## src/rtl/uart_irq_pkg.sv

```systemverilog
package uart_irq_pkg;

    localparam int NSRC   = 4;
    localparam int FCR_W  = 11;
    localparam int CTL_W  = 8;

    localparam int SRC_RX    = 0;
    localparam int SRC_ERR   = 1;
    localparam int SRC_TX    = 2;
    localparam int SRC_MODEM = 3;

    localparam int FCR_EN_BIT  = 0;
    localparam int FCR_RX_LSB  = 4;
    localparam int FCR_TX_LSB  = 8;
    localparam int CTL_TMO_BIT = 7;

    typedef logic [NSRC-1:0] src_vec_t;

    typedef struct packed {
        logic [FCR_W-1:0] fcr;
        logic [CTL_W-1:0] ctl;
        src_vec_t         mask;
        src_vec_t         src;
        src_vec_t         pend;
        logic             irq;
        logic             dma;
    } irq_state_t;

    function automatic int trig_step(input int ch);
        case (ch)
            0:       return 32;
            1, 4:    return 8;
            2, 3:    return 2;
            default: return 0;
        endcase
    endfunction

endpackage

```

## src/rtl/uart_irq_level.sv

```systemverilog
module uart_irq_level #(
    parameter int CHANNEL = 2,
    parameter int CNT_W   = 8
) (
    input  logic [2:0]       tx_field,
    input  logic [2:0]       rx_field,
    input  logic [CNT_W-1:0] tx_count,
    input  logic [CNT_W-1:0] rx_count,
    output logic             tx_hit,
    output logic             rx_hit,
    output logic             rx_any
);
    localparam int LVL_W = ((CNT_W > 9) ? CNT_W : 9) + 1;

    logic [LVL_W-1:0] tx_lvl;
    logic [LVL_W-1:0] rx_lvl;
    logic [LVL_W-1:0] tx_ext;
    logic [LVL_W-1:0] rx_ext;
    logic [3:0]       rx_mult;

    assign rx_mult = {1'b0, rx_field} + 4'd1;

    // The step is a power of two per channel group, so each variant is a shift.
    generate
        if (uart_irq_pkg::trig_step(CHANNEL) == 32) begin : g_step32
            assign tx_lvl = LVL_W'({tx_field, 5'b0});
            assign rx_lvl = LVL_W'({rx_mult, 5'b0});
        end else if (uart_irq_pkg::trig_step(CHANNEL) == 8) begin : g_step8
            assign tx_lvl = LVL_W'({tx_field, 3'b0});
            assign rx_lvl = LVL_W'({rx_mult, 3'b0});
        end else if (uart_irq_pkg::trig_step(CHANNEL) == 2) begin : g_step2
            assign tx_lvl = LVL_W'({tx_field, 1'b0});
            assign rx_lvl = LVL_W'({rx_mult, 1'b0});
        end else begin : g_step0
            assign tx_lvl = '0;
            assign rx_lvl = '0;
        end
    endgenerate

    assign tx_ext = LVL_W'(tx_count);
    assign rx_ext = LVL_W'(rx_count);

    assign tx_hit = (tx_ext <= tx_lvl);
    assign rx_hit = (rx_ext >= rx_lvl) && (rx_lvl != '0);
    assign rx_any = (rx_count != '0);

endmodule

```

## src/rtl/uart_irq_sources.sv

```systemverilog
module uart_irq_sources
    import uart_irq_pkg::*;
(
    input  logic     fifo_en,
    input  logic     tmo_en,
    input  logic     tx_hit,
    input  logic     rx_hit,
    input  logic     rx_any,
    input  logic     rx_ready,
    input  logic     rx_timeout,
    input  logic     err_evt,
    input  logic     modem_evt,
    output src_vec_t set_vec
);
    logic rx_fifo_set;

    always_comb begin
        rx_fifo_set = rx_hit
                    | (rx_any & ~tmo_en)
                    | (rx_timeout & tmo_en & rx_any);

        set_vec            = '0;
        set_vec[SRC_RX]    = fifo_en ? rx_fifo_set : rx_ready;
        set_vec[SRC_TX]    = fifo_en & tx_hit;
        set_vec[SRC_ERR]   = err_evt;
        set_vec[SRC_MODEM] = modem_evt;
    end

endmodule

```

## src/rtl/uart_irq_ctrl.sv

```systemverilog
module uart_irq_ctrl
    import uart_irq_pkg::*;
#(
    parameter int CHANNEL = 2,
    parameter int CNT_W   = 8,
    parameter int WD_W    = 16
) (
    input  logic             clk,
    input  logic             rst_n,
    input  logic [WD_W-1:0]  wdata,
    input  logic             wr_fifo_ctl,
    input  logic             wr_ctl,
    input  logic             wr_mask,
    input  logic             wr_src_clr,
    input  logic             wr_pend_clr,
    input  logic [CNT_W-1:0] tx_count,
    input  logic [CNT_W-1:0] rx_count,
    input  logic             rx_ready,
    input  logic             rx_timeout,
    input  logic             err_evt,
    input  logic             modem_evt,
    output logic             irq,
    output logic             dma_busy,
    output logic [3:0]       src_o,
    output logic [3:0]       pend_o,
    output logic [3:0]       mask_o
);
    irq_state_t st_q, st_d;
    src_vec_t   set_vec;
    src_vec_t   clr_vec;
    logic       tx_hit, rx_hit, rx_any;

    uart_irq_level #(
        .CHANNEL (CHANNEL),
        .CNT_W   (CNT_W)
    ) u_level (
        .tx_field (st_q.fcr[FCR_TX_LSB +: 3]),
        .rx_field (st_q.fcr[FCR_RX_LSB +: 3]),
        .tx_count (tx_count),
        .rx_count (rx_count),
        .tx_hit   (tx_hit),
        .rx_hit   (rx_hit),
        .rx_any   (rx_any)
    );

    uart_irq_sources u_sources (
        .fifo_en    (st_q.fcr[FCR_EN_BIT]),
        .tmo_en     (st_q.ctl[CTL_TMO_BIT]),
        .tx_hit     (tx_hit),
        .rx_hit     (rx_hit),
        .rx_any     (rx_any),
        .rx_ready   (rx_ready),
        .rx_timeout (rx_timeout),
        .err_evt    (err_evt),
        .modem_evt  (modem_evt),
        .set_vec    (set_vec)
    );

    always_comb begin
        st_d    = st_q;
        clr_vec = '0;
        if (wr_src_clr)  clr_vec = clr_vec | wdata[NSRC-1:0];
        if (wr_pend_clr) clr_vec = clr_vec | wdata[NSRC-1:0];

        if (wr_fifo_ctl) st_d.fcr  = wdata[FCR_W-1:0];
        if (wr_ctl)      st_d.ctl  = wdata[CTL_W-1:0];
        if (wr_mask)     st_d.mask = wdata[NSRC-1:0];

        // Clear first, then this cycle's conditions: a live condition wins.
        st_d.src  = (st_q.src & ~clr_vec) | set_vec;
        st_d.pend = st_q.src & ~st_q.mask;
        st_d.irq  = |(st_q.src & ~st_q.mask);
        st_d.dma  = (st_q.ctl[1:0] == 2'b10) && (rx_count == '0);
    end

    always_ff @(posedge clk) begin
        if (!rst_n) st_q <= '0;
        else        st_q <= st_d;
    end

    assign irq      = st_q.irq;
    assign dma_busy = st_q.dma;
    assign src_o    = st_q.src;
    assign pend_o   = st_q.pend;
    assign mask_o   = st_q.mask;

    AST_PEND_TRACKS: assert property (@(posedge clk) disable iff (!rst_n)
        pend_o == $past(src_o & ~mask_o));
    AST_IRQ_ANY: assert property (@(posedge clk) disable iff (!rst_n)
        irq == (pend_o != 4'b0));
    AST_MASK_BLOCKS: assert property (@(posedge clk) disable iff (!rst_n)
        (pend_o & $past(mask_o)) == 4'b0);
    AST_ERR_SETS: assert property (@(posedge clk) disable iff (!rst_n)
        err_evt |=> src_o[SRC_ERR]);
    AST_MODEM_SETS: assert property (@(posedge clk) disable iff (!rst_n)
        modem_evt |=> src_o[SRC_MODEM]);
    AST_NOFIFO_RX: assert property (@(posedge clk) disable iff (!rst_n)
        (!st_q.fcr[FCR_EN_BIT] && rx_ready) |=> src_o[SRC_RX]);
    AST_DMA_BUSY: assert property (@(posedge clk) disable iff (!rst_n)
        (st_q.ctl[1:0] == 2'b10 && rx_count == '0) |=> dma_busy);
    AST_DMA_IDLE: assert property (@(posedge clk) disable iff (!rst_n)
        (rx_count != '0) |=> !dma_busy);

endmodule

```

## config.mk

```make
export PLATFORM = sky130hd
export DESIGN_NAME = uart_irq_ctrl
export DESIGN_NICKNAME = d
export VERILOG_FILES = /design/src/rtl/uart_irq_pkg.sv /design/src/rtl/uart_irq_level.sv /design/src/rtl/uart_irq_sources.sv /design/src/rtl/uart_irq_ctrl.sv
export SDC_FILE = /design/constraint.sdc
export NUM_CORES = 1
export LEC_CHECK = 0
export ABC_AREA = 1
export BUFFER_PORTS_ARGS = -buffer_cell sky130_fd_sc_hd__buf_2
export CORE_UTILIZATION = 41
export CTS_CLUSTER_DIAMETER = 30
export CTS_CLUSTER_SIZE = 10
export DETAILED_ROUTE_END_ITERATION = 8
export MAX_ROUTING_LAYER = met4
export PLACE_DENSITY = 0.68
export SKIP_CTS_REPAIR_TIMING = 1
export SLEW_MARGIN = 20
export SYNTH_ARGS = -nofsm -noshare
export SYNTH_HDL_FRONTEND = slang
export SYNTH_SLANG_ARGS = --single-unit
```

## constraint.sdc

```tcl
create_clock -name clk -period 4.1 [get_ports clk]
set_input_delay 1.025 -clock clk [delete_from_list [all_inputs] [get_ports clk]]
set_output_delay 1.025 -clock clk [all_outputs]
set_load 0.01 [all_outputs]
```

==> results of run 1 <==
[cells in the mapped netlist (2+ instances only)]
cell      n
nor4_1    2
nand3_1   5
a21oi_1  17
ha_1      8
buf_4    12
nand2_2   2
dfxtp_1  24
nor2_1   16
inv_1    24
o21ai_0  17
inv_2     3
nor3_1    2
nand2_1  12
[power groups by stage]
stage	Sequential (uW)	Clock, uW	Combinational [uW]
final	255	123	83.4
after global routing	257	136	96.5
after CTS	256	128	84.6
after detailed placement	261	0	84.2
after global placement	260	0	80.6
after floorplan	259	0	55.8
[layout make-up]
cell class / count / share of cell area, %
Tap cell: 31 / 2.73
Sequential cell: 24 / 33.8
Timing Repair Buffer: 51 / 17.9
Clock buffer: 4 / 2.55
Multi-Input combinational cell: 90 / 35.9
Inverter: 27 / 7.12
[cell usage in the layout, fill, tap and decap left out, drive strengths merged]
cell / count
xnor2: 1
o211ai: 1
buf: 51
nor4: 2
clkbuf: 4
nor3: 2
nor3b: 1
dfxtp: 24
nand2: 14
or2: 1
o21a: 1
o21ai: 18
a41oi: 1
a21oi: 18
nand3: 5
nor2: 17
ha: 8
inv: 27
[per-layer routing]
layer	track usage, %	share of wire, %	vias up	wire length (um)
li1	-	-	571	-
met1	21.3	44	483	1060
met2	30.6	50	32	1210
met3	2.09	4.6	5	111
met4	6.27	1.5	0	36
met5	-	0	-	0
[kinds of logic (layout without fill, tap and decap cells)]
logic type | count (synthesis) | in the layout | share of synthesized area (%)
XOR/XNOR | 1 | 1 | 0.738
AO/OA/AOI/OAI | 39 | 39 | 17.8
adder cells (fa/ha/maj) | 8 | 8 | 8.43
AND/OR/NAND/NOR | 42 | 42 | 16.0
buffers and inverters | 40 | 82 | 16.5
flip-flops | 24 | 24 | 40.5
[worst paths after layout]
kind              cells after the start  endpoint      from
setup / recovery                      1  src_o[2]  src_o[2]
hold / removal                        1  dma_busy  st_q[14]
setup reg to reg                     11  src_o[0]  st_q[26]
hold reg to reg                       1  dma_busy  st_q[14]
[sequential cells by signal (all words and copies together) (netlist names)]
register / count
dma_busy: 1
irq: 1
mask_o: 4
pend_o: 4
src_o: 4
st_q: 10
[per-stage QoR]
step,instance area [um^2],power (uW),util (%),worst slack (ns)
2_1_floorplan,1190,315,-,2.17
3_3_place_gp,1390,340,50.3,1.99
3_5_place_dp,1390,345,50.3,1.99
4_1_cts,1420,468,51.6,2.23
5_1_grt,1420,490,51.6,2.17
6_report,1420,462,51.6,2.24
==> flow_metrics.tcl, run 1 <==
set metrics [dict create \
    vias_per_cell 4.81 \
    ff2ff_setup_slack_ns 2.45 \
    multi_input_area_um2 510 \
    fin_crit_ns 1.86 \
    start_util_pct 43.1 \
    slowest_delay_ns 0.38 \
    power.internal_uw 340 \
    grt_max_degree 16 \
    dieArea_um2 3120 \
    antennaDiodeCount 0 \
    yosys_warnings 0 \
    final.setup.tns_ns 0 \
    vdd_drop_max_mv 0.196 \
    avgSynthCellArea_um2 7.71 \
    post_drt_wl_per_cell_um 10.6 \
    fin_hold_ws_ns 0.433 \
    final_cells 227 \
    synth_cell_type_count 23 \
    wirelength_mm 2.41 \
    dp_cells 223 \
    max_freq_ghz 0.539 \
    firstDrtPassIters 4 \
    setup_viol 0 \
    routed-via-count 1091 \
    cts_root_buf "clkbuf_4" \
    slew_headroom_pct 80.6 \
    drive_gt1_share_pct 32.7 \
    gp_congestion 0.861 \
    p_per_area_nw_per_um2 325 \
    grt_pass1_wl_mm 4.29 \
    path_buf_inv 1 \
    worstPathRequired_ns 3.07 \
    pin_count 57 \
    cp_slowest_cell "dfxtp_1" \
    final_max_slew_viol_count 0 \
    numCtsBuffers 3 \
    finalHoldViolations 0 \
    cts.sinks 24 \
    fin_worst_skew_ns 0.0107 \
    pwr-share-clk_pct 26.7 \
    die_y_um 55.8 \
    power.leakage_uw 0.000735 \
    regArea_um2 480 \
    synth_area_leader_cell "dfxtp_1" \
    switchingPower_uw 122 \
    cp_max_fo 3 \
    crit_chain "buf_2" \
    port_buffers 51 \
    drc 0 \
    switching_share_pct 26.3 \
    htree_levels 1 \
    die_w_um 55.8 \
    antenna_found_initial 0 \
    syn_nets 205 \
    drtIter0Drc 12 \
    coreArea_um2 2760 \
    synth-seq-cells 24 \
    cts_tree "built" \
    max-cap-violations 0 \
    gr-total-overflow 0 \
    syn2layout_area_growth_pct 19.8 \
    clk-insertion-delay-late_ns 0.32 \
    ys_async_sr_fraction_pct 0 \
    rsz0062_at_grt "false" \
    synth_area_um2 1190 \
    path_class "register to output pin" \
    tightest_slew_ns 0.288 \
    rows 19 \
    grt.total_usage_pct 17.7 \
    status "finished clean" \
    endpoint_kind "output pin" \
    seqPwrFrac_pct 55.3 \
    yosysTopAreaCellShare_pct 40.5 \
    ant_nets 0 \
    fin_nets 248 \
    synth_area_leaders "dfxtp_1 (40%), ha_1 (8.4%), buf_4 (7.6%)" \
    cts_buffer_depth 2 \
    synth_top_flop_cell "dfxtp_1" \
    n_fill_cell 283 \
    synth_enable_flop_cells 0 \
    dp_hpwl_mm 1.95 \
    clk_pin_slew_ns 0.13 \
    synth_cells 154 \
    comb_power_share_pct 18.0 \
    hp-class "register to register" \
    crit_family "flip-flops" \
    cp.arrival_ns 0.83 \
    finalCritPeriodShare_pct 45.3 \
    start_kind "register" \
    grt_pass1_vias 1055 \
    yosysSeqAreaShare_pct 40.5 \
]
(Power assumes the default switching activity.)
==> run 2: changes to the inputs <==
clock period = 1.75 ns   (was 4.1 ns; I/O delays follow)
==> flow_metrics.tcl, run 2 (synthesized netlist as in run 1, its figures left out) <==
set metrics [dict create \
    gr-total-overflow 0 \
    rows 19 \
    r2r-start "st_q[26]" \
    dp_cells 223 \
    start_util_pct 43.1 \
    cts_root_buf "clkbuf_4" \
    place_ws_ns 0.128 \
    top_register "st_q" \
    antenna_found_initial 0 \
    die_w_um 55.8 \
    fin_nets 248 \
    cp.arrival_ns 1.82 \
    fin_hold_ws_ns 0.340 \
    grt_max_degree 16 \
    pin_count 57 \
    tightest_slew_ns 0.255 \
    max_freq_ghz 0.624 \
    r2r_cells 11 \
    vias_per_cell 4.71 \
    whs_path_depth 3 \
    cts.sinks 24 \
    timing.final.ws_setup_ns 0.147 \
    hp-class "input pin to register" \
    firstDrtPassIters 4 \
    power.leakage_uw 0.000740 \
    syn2layout_area_growth_pct 21.8 \
    grt_pass1_wl_mm 4.20 \
    holdPathEnd "src_o[1]" \
    ff2ff_setup_slack_ns 0.15 \
    setup_viol 0 \
    r2r_end "src_o[0]" \
    htree_levels 1 \
    cp_max_fo 3 \
    finish.utilization_pct 52.5 \
    p_total_uw 1190 \
    coreArea_um2 2760 \
    final_common_cell "buf_2" \
    start_kind "register" \
    finalCritPeriodShare_pct 91.6 \
    status "finished clean" \
    routed-via-count 1070 \
    fin_crit_ns 1.60 \
    antennaDiodeCount 0 \
    fin_worst_skew_ns 0.0103 \
    ant_nets 0 \
    path_class "register to register" \
    dp_hpwl_mm 1.89 \
    clk-insertion-delay-late_ns 0.31 \
    clk_pin_slew_ns 0.14 \
    p_per_area_nw_per_um2 824 \
    wirelength_mm 2.36 \
    cts_buffer_depth 2 \
    vdd_drop_max_mv 0.449 \
    n_fill_cell 283 \
    finalHoldViolations 0 \
    worstPathRequired_ns 1.97 \
    dieArea_um2 3120 \
    gp_congestion 0.833 \
    post_drt_wl_per_cell_um 10.4 \
    holdCritStartpoint "err_evt" \
    slew_headroom_pct 82.8 \
    cts_tree "built" \
    numCtsBuffers 3 \
    final_max_slew_viol_count 0 \
    drtIter0Drc 11 \
    final_cells 227 \
    max-cap-violations 0 \
    largest_reg_flops 10 \
    drive_gt1_share_pct 34.2 \
    drc 0 \
    grt_pass1_vias 1037 \
    endpoint_kind "register" \
    port_buffers 51 \
    die_y_um 55.8 \
    layout_common_cells "buf_2 (51), inv_1 (24), dfxtp_1 (23)" \
    grt.total_usage_pct 17.2 \
]
==> run 2: cell types whose count changed in the layout (fill, tap and decap cells not counted), sizes merged <==
cell,previous run,this run
clkbuf,4,3
bufinv,0,1
==> run 2: layout make-up <==
class	count	area (um^2)	area share (%)
clock inverters	1	30.0	2.08
well taps	31	38.8	2.68
clock buffers	3	22.5	1.56
multi-input cells	90	517	35.7
flip-flops and latches	24	482	33.3
repair buffers	51	255	17.6
inverters	27	101	7.01
==> run 2: report_power, final <==
group	total, uW	switching [uW]	internal, uW
Combinational	198	107	91.7
Clock	395	164	231
Sequential	598	17.7	580
Total	1190	288	904
==> run 2: worst max path at each step <==
stage | from | to | slack [ns] | cells past startpoint
2_1_floorplan | st_q[26] | src_o[0] | 0.22 | 11
5_1_grt | st_q[27] | src_o[0] | -0.02 | 11
3_3_place_gp | st_q[26] | src_o[0] | 0.15 | 11
6_report | st_q[26] | src_o[0] | 0.15 | 11
3_5_place_dp | st_q[26] | src_o[0] | 0.13 | 11
4_1_cts | st_q[26] | src_o[0] | 0.12 | 11
==> run 2: critical path, stage by stage (launching register included) <==
cell	delay (ns)
dfxtp_2	0.35
ha_2	0.18
xnor2_1	0.13
ha_1	0.33
a21oi_2	0.13
nand2_1	0.06
nand2_1	0.05
nand3_1	0.06
nand2_1	0.08
nand2_1	0.05
nand2_1	0.06
a21oi_2	0.05
==> run 2: through the flow <==
step | setup TNS (ns) | cell area (um^2)
floorplan | 0 | 1190
global placement | 0 | 1390
detailed placement | 0 | 1390
CTS | 0 | 1440
global route | -0.0216 | 1450
finish | 0 | 1450
==> run 2: per-layer routing <==
metal	vias up	track usage, %	part of all wire [%]
met5	-	-	0
met4	0	5.23	0.72
met3	2	3.26	4.6
met2	31	29.9	49
met1	467	20.2	46
li1	570	-	-
==> run 3: changes to the inputs <==
MAX_ROUTING_LAYER = unset   (was met4)
SKIP_LAST_GASP = 1   (was unset)
==> flow_metrics.tcl, run 3 (synthesized netlist as in run 1, its figures left out) <==
set metrics [dict create \
    status "finished clean" \
    fin_crit_ns 1.61 \
    final_cells 227 \
    path_buf_inv 0 \
    cts.sinks 24 \
    tightest_slew_ns 0.255 \
    grt_max_degree 16 \
    clk_pin_slew_ns 0.14 \
    finish.utilization_pct 52.5 \
    max-cap-violations 0 \
    final_common_cell "buf_2" \
    setup_viol 0 \
    vdd_drop_max_mv 0.454 \
    path_class "register to register" \
    dp_cells 223 \
    worstPathRequired_ns 1.97 \
    finalCritPeriodShare_pct 91.8 \
    n_fill_cell 283 \
    rows 19 \
    cts_buffer_depth 2 \
    grt_pass1_vias 1035 \
    final_max_slew_viol_count 0 \
    drtIter0Drc 16 \
    grt_pass1_wl_mm 4.20 \
    numCtsBuffers 3 \
    drc 0 \
    start_util_pct 43.1 \
    firstDrtPassIters 4 \
    coreArea_um2 2760 \
    cpMostUsedCell "nand2_1" \
    pin_count 57 \
    top_register "st_q" \
    dp_hpwl_mm 1.89 \
    slew_headroom_pct 82.8 \
    p_per_area_nw_per_um2 825 \
    power.leakage_uw 0.000740 \
    cts_tree "built" \
    vias_per_cell 4.72 \
    routed-via-count 1072 \
    layout_common_cells "buf_2 (51), inv_1 (24), dfxtp_1 (23)" \
    antenna_found_initial 0 \
    cp_max_fo 3 \
    grt.total_usage_pct 16.7 \
    die_y_um 55.8 \
    crit_family "adder cells" \
    cts_root_buf "clkbuf_4" \
    cp.arrival_ns 1.83 \
    clk-insertion-delay-late_ns 0.31 \
    dieArea_um2 3120 \
    finalHoldViolations 0 \
    port_buffers 51 \
    endpoint_kind "register" \
    fin_worst_skew_ns 0.00853 \
    ant_nets 0 \
    largest_reg_flops 10 \
    die_w_um 55.8 \
    wirelength_mm 2.36 \
    start_kind "register" \
    htree_levels 1 \
    antennaDiodeCount 0 \
    post_drt_wl_per_cell_um 10.4 \
    cp_slowest_cell "dfxtp_2" \
    gp_congestion 0.821 \
    syn2layout_area_growth_pct 21.8 \
    crit_chain "ha_2, xnor2_1, ha_1, a21oi_2, nand2_1, nand2_1, nand3_1, nand2_1, nand2_1, nand2_1, a21oi_2" \
    drive_gt1_share_pct 34.2 \
    hp-class "input pin to register" \
    gr-total-overflow 0 \
    max_freq_ghz 0.623 \
    fin_nets 248 \
    slowest_delay_ns 0.35 \
    fin_hold_ws_ns 0.338 \
]
## run 3: cell counts in the layout (fill, tap and decap cells not counted)
No cell type changed its count.
## run 3: stage by stage
step / instance area (um^2) / total power (uW) / setup slack [ns] / TNS [ns]
after floorplan: 1190 / 738 / 0.217 / 0
after global placement: 1390 / 797 / 0.145 / 0
after detailed placement: 1390 / 805 / 0.128 / 0
after CTS: 1440 / 1200 / 0.123 / 0
after global routing: 1450 / 1260 / -0.0216 / -0.0216
final: 1450 / 1190 / 0.144 / 0
## run 3: metal layers
layer	part of all wire (%)	vias to the layer above	track usage (%)
met5	0	-	0
met4	1.3	0	5.23
met3	5.3	4	3.72
met2	48	31	29.9
met1	45	467	19.9
li1	-	570	-
## run 3: path summary, 6_finish.rpt
check        slack (ns)      from        to  cells past startpoint
min                0.34   err_evt  src_o[1]                      3
max                0.14  st_q[26]  src_o[0]                     11
min reg2reg        0.44  st_q[14]  dma_busy                      1
max reg2reg        0.14  st_q[26]  src_o[0]                     11
## run 3: layout make-up
cell class | instances | area, um^2 | share of cell area (%)
Sequential cell | 24 | 482 | 33.3
Multi-Input combinational cell | 90 | 517 | 35.7
Clock buffer | 3 | 22.5 | 1.56
Tap cell | 31 | 38.8 | 2.68
Inverter | 27 | 101 | 7.01
Timing Repair Buffer | 51 | 255 | 17.6
Clock inverter | 1 | 30.0 | 2.08
## run 3: report_power, final
| part | switching (uW) | internal (uW) |
|---|---|---|
| clock network | 166 | 231 |
| logic | 106 | 91.7 |
| registers | 17.6 | 580 |
## run 3: worst register-to-register path: cells and delay by family (launching register included)
| kind | cells | cell delay (ns) |
|---|---|---|
| flops | 1 | 0.35 |
| fa+ha+maj | 2 | 0.51 |
| simple gates | 6 | 0.36 |
| compound gates | 2 | 0.18 |
| xor+xnor | 1 | 0.13 |
